<file path="src/rtl/pwr_seq_pkg.sv">
package pwr_seq_pkg;

    localparam int DATA_W      = 32;
    localparam int ADDR_W      = 3;
    localparam int GFX_NRST    = 7;
    localparam int GFX_CLK_BIT = 16;

    localparam logic [ADDR_W-1:0] A_GFX  = 3'd0;
    localparam logic [ADDR_W-1:0] A_MEM  = 3'd1;
    localparam logic [ADDR_W-1:0] A_DSP  = 3'd2;
    localparam logic [ADDR_W-1:0] A_VDEC = 3'd3;

    typedef enum logic [1:0] {
        REL_HOLD  = 2'd0,
        REL_COUNT = 2'd1,
        REL_RUN   = 2'd2
    } rel_state_e;

    typedef enum logic {
        HS_STABLE  = 1'b0,
        HS_PENDING = 1'b1
    } hs_state_e;

endpackage

</file>
<file path="src/rtl/pwr_rel_timer.sv">
module pwr_rel_timer
    import pwr_seq_pkg::*;
#(
    parameter int DELAY    = 12,
    parameter bit INIT_RUN = 1'b0
) (
    input  logic clk,
    input  logic rst_n,
    input  logic req_i,
    input  logic allow_i,
    output logic rst_n_o
);
    localparam int CW = $clog2(DELAY + 1);
    localparam rel_state_e INIT_ST = INIT_RUN ? REL_RUN : REL_HOLD;

    rel_state_e    state_q, state_d;
    logic [CW-1:0] cnt_q, cnt_d;
    logic          go;

    assign go = req_i && allow_i;

    always_ff @(posedge clk or negedge rst_n) begin
        if (!rst_n) begin
            state_q <= INIT_ST;
            cnt_q   <= '0;
        end else begin
            state_q <= state_d;
            cnt_q   <= cnt_d;
        end
    end

    always_comb begin
        state_d = state_q;
        cnt_d   = cnt_q;
        unique case (state_q)
            REL_HOLD: begin
                if (go) begin
                    if (DELAY <= 1) begin
                        state_d = REL_RUN;
                    end else begin
                        state_d = REL_COUNT;
                        cnt_d   = CW'(1);
                    end
                end
            end
            REL_COUNT: begin
                if (!go) begin
                    state_d = REL_HOLD;
                    cnt_d   = '0;
                end else if (cnt_q == CW'(DELAY - 1)) begin
                    state_d = REL_RUN;
                    cnt_d   = '0;
                end else begin
                    cnt_d = cnt_q + CW'(1);
                end
            end
            REL_RUN: begin
                if (!req_i) state_d = REL_HOLD;
            end
            default: begin
                state_d = REL_HOLD;
                cnt_d   = '0;
            end
        endcase
    end

    always_comb begin
        rst_n_o = (state_q == REL_RUN) && req_i;
    end

    // Checker: consecutive cycles with release requested and allowed
    logic [CW-1:0] age_q;
    always_ff @(posedge clk or negedge rst_n) begin
        if (!rst_n)               age_q <= INIT_RUN ? CW'(DELAY) : '0;
        else if (!go)             age_q <= '0;
        else if (age_q != CW'(DELAY)) age_q <= age_q + CW'(1);
    end

    // an output rises only after the full hold of requested cycles
    p_min_hold_r2: assert property (@(posedge clk) disable iff (!rst_n)
        $rose(rst_n_o) |-> (age_q >= CW'(DELAY)));

    // the counter never runs past its limit
    p_cnt_bound_r2: assert property (@(posedge clk) disable iff (!rst_n)
        (state_q == REL_COUNT) |-> (cnt_q < CW'(DELAY)));

endmodule

</file>
<file path="src/rtl/pwr_clk_hs.sv">
module pwr_clk_hs
    import pwr_seq_pkg::*;
#(
    parameter int LAT = 3
) (
    input  logic clk,
    input  logic rst_n,
    input  logic req_i,
    output logic ack_o
);
    localparam int CW = $clog2(LAT + 1);

    hs_state_e     state_q, state_d;
    logic [CW-1:0] cnt_q, cnt_d;
    logic          ack_q, ack_d;

    always_ff @(posedge clk or negedge rst_n) begin
        if (!rst_n) begin
            state_q <= HS_STABLE;
            cnt_q   <= '0;
            ack_q   <= 1'b0;
        end else begin
            state_q <= state_d;
            cnt_q   <= cnt_d;
            ack_q   <= ack_d;
        end
    end

    always_comb begin
        state_d = state_q;
        cnt_d   = cnt_q;
        ack_d   = ack_q;
        unique case (state_q)
            HS_STABLE: begin
                if (req_i != ack_q) begin
                    state_d = HS_PENDING;
                    cnt_d   = CW'(1);
                end
            end
            HS_PENDING: begin
                if (req_i == ack_q) begin
                    state_d = HS_STABLE;
                    cnt_d   = '0;
                end else if (cnt_q == CW'(LAT - 1)) begin
                    state_d = HS_STABLE;
                    cnt_d   = '0;
                    ack_d   = req_i;
                end else begin
                    cnt_d = cnt_q + CW'(1);
                end
            end
            default: begin
                state_d = HS_STABLE;
                cnt_d   = '0;
            end
        endcase
    end

    always_comb begin
        ack_o = ack_q;
    end

    // the acknowledge only moves toward a differing request
    p_ack_toward_req_r6: assert property (@(posedge clk) disable iff (!rst_n)
        (ack_o != $past(ack_o)) |-> ($past(req_i) != $past(ack_o)));

endmodule

</file>
<file path="src/rtl/pwr_seq_regs.sv">
module pwr_seq_regs
    import pwr_seq_pkg::*;
(
    input  logic                clk,
    input  logic                rst_n,
    input  logic                wr_en_i,
    input  logic [ADDR_W-1:0]   addr_i,
    input  logic [DATA_W-1:0]   wdata_i,
    input  logic                mem_ack_i,
    output logic [DATA_W-1:0]   rdata_o,
    output logic [GFX_NRST-1:0] gfx_rst_q,
    output logic                gfx_clk_q,
    output logic                mem_rst_q,
    output logic                mem_clk_q,
    output logic                dsp_rst_q,
    output logic                dsp_clk_q,
    output logic                vdec_rst_q
);

    always_ff @(posedge clk or negedge rst_n) begin
        if (!rst_n) begin
            gfx_rst_q  <= '0;
            gfx_clk_q  <= 1'b0;
            mem_rst_q  <= 1'b0;
            mem_clk_q  <= 1'b0;
            dsp_rst_q  <= 1'b0;
            dsp_clk_q  <= 1'b0;
            vdec_rst_q <= 1'b1;
        end else if (wr_en_i) begin
            case (addr_i)
                A_GFX: begin
                    gfx_rst_q <= wdata_i[GFX_NRST-1:0];
                    gfx_clk_q <= wdata_i[GFX_CLK_BIT];
                end
                A_MEM: begin
                    mem_rst_q <= wdata_i[0];
                    mem_clk_q <= wdata_i[1];
                end
                A_DSP: begin
                    dsp_rst_q <= wdata_i[0];
                    dsp_clk_q <= wdata_i[1];
                end
                A_VDEC: begin
                    vdec_rst_q <= wdata_i[0];
                end
                default: ;
            endcase
        end
    end

    always_comb begin
        rdata_o = '0;
        case (addr_i)
            A_GFX: begin
                rdata_o[GFX_NRST-1:0] = gfx_rst_q;
                rdata_o[GFX_CLK_BIT]  = gfx_clk_q;
            end
            A_MEM:   rdata_o[2:0] = {mem_ack_i, mem_clk_q, mem_rst_q};
            A_DSP:   rdata_o[1:0] = {dsp_clk_q, dsp_rst_q};
            A_VDEC:  rdata_o[0]   = vdec_rst_q;
            default: rdata_o = '0;
        endcase
    end

    // junk in the unused graphics bits leaves the clock enable as written
    p_unused_bits_r3: assert property (@(posedge clk) disable iff (!rst_n)
        (wr_en_i && addr_i == A_GFX && (|wdata_i[DATA_W-1:GFX_NRST]))
        |=> (gfx_clk_q == $past(wdata_i[GFX_CLK_BIT])));

endmodule

</file>
<file path="src/rtl/pwr_seq_ctrl.sv">
module pwr_seq_ctrl
    import pwr_seq_pkg::*;
#(
    parameter int GFX_HOLD    = 12,
    parameter int MEM_HOLD    = 4,
    parameter int MEM_ACK_LAT = 3,
    parameter int DSP_HOLD    = 48,
    parameter int VDEC_HOLD   = 16
) (
    input  logic                clk,
    input  logic                rst_n,
    input  logic                wr_en,
    input  logic [ADDR_W-1:0]   addr,
    input  logic [DATA_W-1:0]   wdata,
    output logic [DATA_W-1:0]   rdata,
    output logic [GFX_NRST-1:0] gfx_rst_n,
    output logic                gfx_clk_en,
    output logic                mem_rst_n,
    output logic                mem_clk_en,
    output logic                dsp_rst_n,
    output logic                dsp_clk_en,
    output logic                vdec_rst_n
);
    logic [GFX_NRST-1:0] gfx_rst_q;
    logic gfx_clk_q, mem_rst_q, mem_clk_q, dsp_rst_q, dsp_clk_q, vdec_rst_q;
    logic mem_ack;
    logic mem_match;

    pwr_seq_regs u_regs (
        .clk        (clk),
        .rst_n      (rst_n),
        .wr_en_i    (wr_en),
        .addr_i     (addr),
        .wdata_i    (wdata),
        .mem_ack_i  (mem_ack),
        .rdata_o    (rdata),
        .gfx_rst_q  (gfx_rst_q),
        .gfx_clk_q  (gfx_clk_q),
        .mem_rst_q  (mem_rst_q),
        .mem_clk_q  (mem_clk_q),
        .dsp_rst_q  (dsp_rst_q),
        .dsp_clk_q  (dsp_clk_q),
        .vdec_rst_q (vdec_rst_q)
    );

    for (genvar g = 0; g < GFX_NRST; g++) begin : g_gfx
        pwr_rel_timer #(.DELAY(GFX_HOLD), .INIT_RUN(1'b0)) u_tmr (
            .clk     (clk),
            .rst_n   (rst_n),
            .req_i   (gfx_rst_q[g]),
            .allow_i (1'b1),
            .rst_n_o (gfx_rst_n[g])
        );
    end

    pwr_clk_hs #(.LAT(MEM_ACK_LAT)) u_mem_hs (
        .clk   (clk),
        .rst_n (rst_n),
        .req_i (mem_clk_q),
        .ack_o (mem_ack)
    );

    assign mem_match = (mem_ack == mem_clk_q);

    pwr_rel_timer #(.DELAY(MEM_HOLD), .INIT_RUN(1'b0)) u_mem_tmr (
        .clk     (clk),
        .rst_n   (rst_n),
        .req_i   (mem_rst_q),
        .allow_i (mem_match),
        .rst_n_o (mem_rst_n)
    );

    pwr_rel_timer #(.DELAY(DSP_HOLD), .INIT_RUN(1'b0)) u_dsp_tmr (
        .clk     (clk),
        .rst_n   (rst_n),
        .req_i   (dsp_rst_q),
        .allow_i (1'b1),
        .rst_n_o (dsp_rst_n)
    );

    pwr_rel_timer #(.DELAY(VDEC_HOLD), .INIT_RUN(1'b1)) u_vdec_tmr (
        .clk     (clk),
        .rst_n   (rst_n),
        .req_i   (vdec_rst_q),
        .allow_i (1'b1),
        .rst_n_o (vdec_rst_n)
    );

    assign gfx_clk_en = gfx_clk_q;
    assign mem_clk_en = mem_clk_q;
    assign dsp_clk_en = dsp_clk_q;

    // memory leaves reset only after a cycle where acknowledge matched request
    p_mem_gate_r7: assert property (@(posedge clk) disable iff (!rst_n)
        $rose(mem_rst_n) |-> ($past(mem_ack) == $past(mem_clk_q)));

endmodule

</file>
<file path="config.mk">
export PLATFORM = sky130hd
export DESIGN_NAME = pwr_seq_ctrl
export DESIGN_NICKNAME = d
export VERILOG_FILES = /design/src/rtl/pwr_seq_pkg.sv /design/src/rtl/pwr_rel_timer.sv /design/src/rtl/pwr_clk_hs.sv /design/src/rtl/pwr_seq_regs.sv /design/src/rtl/pwr_seq_ctrl.sv
export SDC_FILE = /design/constraint.sdc
export NUM_CORES = 1
export LEC_CHECK = 0
export BUFFER_PORTS_ARGS = -buffer_cell sky130_fd_sc_hd__buf_2
export CAP_MARGIN = 10
export CORE_ASPECT_RATIO = 1.5
export CORE_MARGIN = 3
export CORE_UTILIZATION = 50
export DETAILED_ROUTE_END_ITERATION = 6
export GPL_TIMING_DRIVEN = 0
export HOLD_SLACK_MARGIN = 0.03
export PLACE_DENSITY_LB_ADDON = 0.15
export SLEW_MARGIN = 30
export SYNTH_ARGS = -nofsm -noshare
export SYNTH_HDL_FRONTEND = slang
export SYNTH_SLANG_ARGS = --single-unit
</file>
<file path="constraint.sdc">
create_clock -name clk -period 3.2 [get_ports clk]
set_clock_uncertainty 0.05 [all_clocks]
set_input_delay 0.16 -clock clk [delete_from_list [all_inputs] [get_ports clk]]
set_output_delay 0.16 -clock clk [all_outputs]
set_load 0.01 [all_outputs]
</file>
## Word level (Yosys, flattened, before mapping)

Index checks and enable logic that the tools add are counted.

- Flip-flop bits (word level): 79
- Bits of input ports: 38
- Output and inout port bits: 45
- Logic and storage cells: 271

- $add $sub $neg: 11
- Equal/unequal tests: 68
- Mux-type cells: 103
- Bitwise operators: 12
- Reduce and logical (&&, ||, !) cells: 47

Operators with widths:

| kind | count |
|---|---|
| $mux 4 | 22 |
| $mux 2 | 43 |
| $pmux 4 s3 | 7 |
| $pmux 2 s3 | 10 |
| $ne 2x2->1 const B | 19 |
| $reduce_and 3->1 | 11 |
| $add 4x1->4 const B | 7 |
| $eq 4x4->1 const B | 7 |
| $reduce_and 2->1 | 14 |
| $ne 3x2->1 const B | 9 |
| $eq 2x2->1 const B | 11 |
| $eq 2x1->1 const B | 10 |
| $logic_not 2->1 | 10 |
| $mux 6 | 3 |
| $pmux 6 s3 | 1 |
| $mux 5 | 3 |
| $pmux 5 s3 | 1 |
| $not 1->1 | 12 |
| $logic_and 1x1->1 | 11 |
| $eq 3x2->1 const B | 3 |
| $mux 3 | 3 |
| $pmux 3 s3 | 1 |
| $add 6x1->6 const B | 1 |
| $eq 6x6->1 const B | 1 |
| 15 further kinds | 21 |

## Depth between registers and ports, before layout

- Depth after elaboration: 4
- Gate-level depth with buffers: 5
- Mapped depth without buffers: 5

## Hierarchy

From an unflattened synthesis, not the netlist that was laid out.

- Cells, all modules: 403
- Area, all modules: 4,335.4 um2

By module, submodules not included:

| module | times used | cells an instance | area each (um2) | seq. area each (um2) |
|---|---|---|---|---|
| pwr_rel_timer (g_gfx[0].u_tmr ...) | 7 | 31 | 322.8 | 150.1 |
| pwr_seq_regs | 1 | 71 | 844.6 | 326.6 |
| pwr_rel_timer (u_dsp_tmr) | 1 | 43 | 410.4 | 200.2 |
| pwr_rel_timer (u_vdec_tmr) | 1 | 33 | 372.9 | 176.4 |
| pwr_rel_timer (u_mem_tmr) | 1 | 23 | 257.7 | 125.1 |
| pwr_clk_hs | 1 | 14 | 177.7 | 100.1 |
| pwr_seq_ctrl | 1 | 2 | 12.5 | 0.0 |

## Worst setup path before layout

OpenSTA, ideal clock, no wires.

- Path type: reg2reg
- Start point: reg g_gfx[3].u_tmr.cnt_q[0]
- End point: reg g_gfx[3].u_tmr.cnt_q[3]
- Setup time: 0.087 ns
- Arrival time: 1.425 ns
- Required time: 3.063 ns
- Slack: 1.638 ns
- Stages on the path, launching flop included: 6
- Path buffers: 0
- Clock period less this slack: 1.562 ns
- Cells stage by stage: dfrtp_1 ha_1 nand3b_4 nand4b_4 or4_1 o211ai_1

- Longest elaborated chain between the ends: 4
- Elaborated cells between the ends (all ways): 5
- Classes of those cells: 1 x add/sub; 1 x eq/ne; 3 x mux

RTL lines:

| element | line | source |
|---|---|---|
| start: declaration | pwr_rel_timer.sv:17 | `logic [CW-1:0] cnt_q, cnt_d;` |
| start signal: assignment | pwr_rel_timer.sv:28 | `cnt_q <= cnt_d;` |
| $add 4x1->4 or $eq 4x4->1 (tied branches) | pwr_rel_timer.sv:54, pwr_rel_timer.sv:50 |  |
| $mux 4 (*) | pwr_rel_timer.sv:50 | `end else if (cnt_q == CW'(DELAY - 1)) begin` |
| $mux 4 (*) | pwr_rel_timer.sv:47 | `if (!go) begin` |
| $pmux 4 s3 (*) | pwr_rel_timer.sv:35 | `unique case (state_q)` |

Every way passes the cells marked *; elsewhere a longest branch is shown, timed or not.
A chain may end at the register's enable or synchronous reset.

## Worst setup path after layout

- Start point: reg u_regs.gfx_rst_q[0]
- End point: out rdata[0]

- Longest elaborated chain between the ends: 1

RTL lines:

| element | line | source |
|---|---|---|
| start: declaration | pwr_seq_regs.sv:11 | `output logic [GFX_NRST-1:0] gfx_rst_q,` |
| start signal: assignment | pwr_seq_regs.sv:32 | `gfx_rst_q <= wdata_i[GFX_NRST-1:0];` |
| $pmux 1 s4 | pwr_seq_regs.sv:53 | `case (addr_i)` |
| end: declaration | pwr_seq_ctrl.sv:15 | `output logic [DATA_W-1:0] rdata,` |

Every way passes these cells.

==> summary.txt <==
Synthesis
  – Mapped Cells: 413
  – Synth top area share: 45.6%
  – Number of synthesized register bits: 79
  – Synth Area per Inst: 10.2 um^2
  – Synth area leader: dfrtp_1
  – Synth unique cells: 52
  – Synth area leaders: dfrtp_1, buf_4, nand2_1
  – Sequential fraction of the synthesis area: 46.9%
  – Yosys warnings: 0
  – Post-Synthesis Cell Area: 4220 um^2

Floorplan
  – Rows: 40
  – Chip width: 81.0 um
  – Initial Utilization: 52.1%
  – Total die area: 9600 um^2
  – Die Y: 119 um
  – Core area: 8110 um^2
  – Top Ports: 83

Cells and area
  – Area of the multi-input gates: 2040 um^2
  – Fin nets: 535
  – Commonest cells after routing, fill and taps aside: dfrtp_1, nand2_1, buf_2
  – Layout cells sized above 1: 21.7%
  – Ant. Diodes: 0
  – Non-Filler Instances: 597
  – Area growth syn-to-layout: 17.6%
  – Commonest non-fill, non-tap cell in the layout: dfrtp_1
  – Register area: 1980 um^2
  – Filler cell count: 696

Pwr
  – PD cells: 629 nW/um^2
  – LEAKAGE: 2.41 nW
  – Int Power: 2.12 mW
  – Combinational Power Share: 24.4%
  – P_sw: 1.00 mW
  – Net Sw Frac: 32.1%
  – Clock share of power: 28.9%
  – Flop pwr share: 46.7%
  – Peak supply drop: 0.000405 V

Status
  – Outcome: finished, final reports clean

Clock network
  – Max H-tree Level: 3
  – Worst-Skew Late Latency: 0.33 ns
  – CTS Sinks: 79
  – Root buf cell: clkbuf_16
  – CTS Buf Count: 9
  – CTS tree: built
  – Clock buffer depth: 2
  – Clock Pin Slew Worst Setup and Hold Paths: 0.06 ns

STA
  – Final setup vio count: 0
  – Final period util: 54.4%
  – RSZ-0062 raised after global routing: false
  – Fmax: 0.575 GHz
  – Final critical-path required period: 1.74 ns
  – Pins over their slew limit: 0
  – TNS Setup: 0 ns
  – Worst Hold Slack: 0.0424 ns
  – Slew @ Worst Pin: 0.741 ns
  – Final Hold Violating Endpoints: 0
  – Relative slew margins: 50.2%

Worst setup path
  – Reg2reg setup slack: 1.52 ns
  – Arrival @ worst endpoint: 1.53 ns
  – Endpoint class of the critical path: primary output
  – CP max FO: 7
  – Critical path startpoint: u_regs.gfx_rst_q[0]
  – Critical path class: register to primary output
  – Worst flop-to-flop path startpoint: g_gfx[3].u_tmr.cnt_q[0]
  – Startpoint Class: register
  – Cells on worst reg2reg path: 5
  – Worst path required time: 2.99 ns
  – Critical R2R Capture: g_gfx[3].u_tmr.cnt_q[3]

Route
  – Initial DRT Pass Iterations: 4
  – Post-route DRC: 0
  – Via count: 3086
  – DRT iter0 DRCs: 102
  – Routed wire per std cell: 12.8 um
  – Vias per inst: 5.17
  – Routed Antenna Nets: 0
  – WL final: 7650 um

Place
  – HPWL after DPL: 5540 um
  – Port bufs: 32
  – Post-Place Cells: 574
  – Routability cong.: 0.803

Min path
  – Hold Path Class: input port to register
  – Hold Crit Depth: 3
  – Worst hold endpoint: u_regs.dsp_rst_q
  – Hold path startpoint: wdata[0]

Global routing
  – Vias in the first global route: 3058
  – Largest net degree at the start of global routing: 44
  – Initial antenna violation count: 0
  – Total Routing Usage GR: 17.4%
  – First-pass GRT wire length: 13200 um
  – Grt ovf: 0

Flow run
  – Max-Cap Viols: 0
[cell type report]
cell class | count | area share (%)
Tap cell | 105 | 2.65
Inverter | 8 | 0.605
Clock buffer | 11 | 4.69
Multi-Input combinational cell | 312 | 41.1
Timing Repair Buffer | 40 | 5.32
Clock inverter | 5 | 0.555
Sequential cell | 79 | 39.9
Buffer | 37 | 5.19
[Yosys cell counts (all sizes together)]
cell type and instances:
a21boi 1, a21o 2, a21oi 14, a22o 3, a22oi 1, a31oi 1
and2 19, and2b 1, and3 4, and3b 13, and4b 1, buf 33
clkbuf 4, conb 1, dfrtp 77, dfstp 2, ha 10, inv 8
mux2 13, mux2i 11, mux4 1, nand2 42, nand2b 9, nand3 20
nand3b 10, nand4b 2, nor2 20, nor2b 13, nor3 3, nor3b 9
o211ai 1, o21a 11, o21ai 26, o21bai 1, o22ai 6, o31ai 5
o32ai 1, o41ai 3, or3 1, or4 1, xnor2 7, xor2 2
[layer usage]
layer	routed length [um]	track usage, %	vias to the layer above
li1	-	-	1551
met5	0	0	-
met2	4020	30.7	54
met4	145	6.98	0
met3	367	4.88	11
met1	3120	19.0	1470
[stage by stage]
step / power (mW) / setup slack (ns) / utilization [%] / area [um^2]
after global routing: 3.36 / 1.40 / 61.2 / 4960
after floorplan: 2.02 / 1.64 / - / 4310
after CTS: 3.16 / 1.44 / 61.2 / 4960
after detailed placement: 2.24 / 1.52 / 57.1 / 4630
final: 3.12 / 1.46 / 61.2 / 4960
after global placement: 2.19 / 1.29 / 56.7 / 4600
[flip-flops by register name (all words and copies together), names as in the netlist, 2 cells and up]
| register | count |
|---|---|
| u_regs.gfx_rst_q | 7 |
| u_dsp_tmr.cnt_q | 6 |
| u_dsp_tmr.state_q | 2 |
| u_vdec_tmr.cnt_q | 5 |
| g_gfx.u_tmr.cnt_q | 28 |
| g_gfx.u_tmr.state_q | 14 |
| u_vdec_tmr.state_q | 2 |
| u_mem_tmr.state_q | 2 |
| u_mem_hs.cnt_q | 2 |
| u_mem_tmr.cnt_q | 3 |
[worst max-delay path, cell delays in order, from the launching register on]
cell	delay [ns]
dfrtp_1	0.43
mux4_2	0.47
nor2b_1	0.16
buf_2	0.14
[kinds of logic after synthesis]
group	Yosys count	synth area share [%]
XOR/XNOR	9	2.05
adder cells (fa/ha/maj)	10	2.96
multiplexers	25	6.61
AND/OR/NAND/NOR	168	23.4
other	1	0.0888
buffers and inverters	45	6.82
AO/OA/AOI/OAI	76	11.1
flip-flops	79	46.9
[worst max path at each step]
stage          slack (ns)                      end  cells past startpoint
6_report             1.46                 rdata[0]                      3
2_1_floorplan        1.64  g_gfx[3].u_tmr.cnt_q[3]                      5
3_5_place_dp         1.52  g_gfx[3].u_tmr.cnt_q[3]                      5
5_1_grt              1.40                 rdata[0]                      3
3_3_place_gp         1.29  g_gfx[1].u_tmr.cnt_q[1]                      1
4_1_cts              1.44                 rdata[0]                      3
[timing repair]
action / CTS / global route
hold buffers: 7 / 0
gates resized for setup: 0 / 0
setup buffers: 0 / 0
endpoints found under the hold margin: 48 / 0
[power by group through the flow]
stage               sequential (mW)  clock [mW]  combinational, mW
floorplan                      1.42           0              0.603
global placement               1.46           0              0.727
detailed placement             1.47           0              0.765
CTS                            1.46       0.927              0.774
global route                   1.51       0.972              0.878
finish                         1.46       0.901              0.762
No activity file was read; power rests on OpenSTA's default activity.
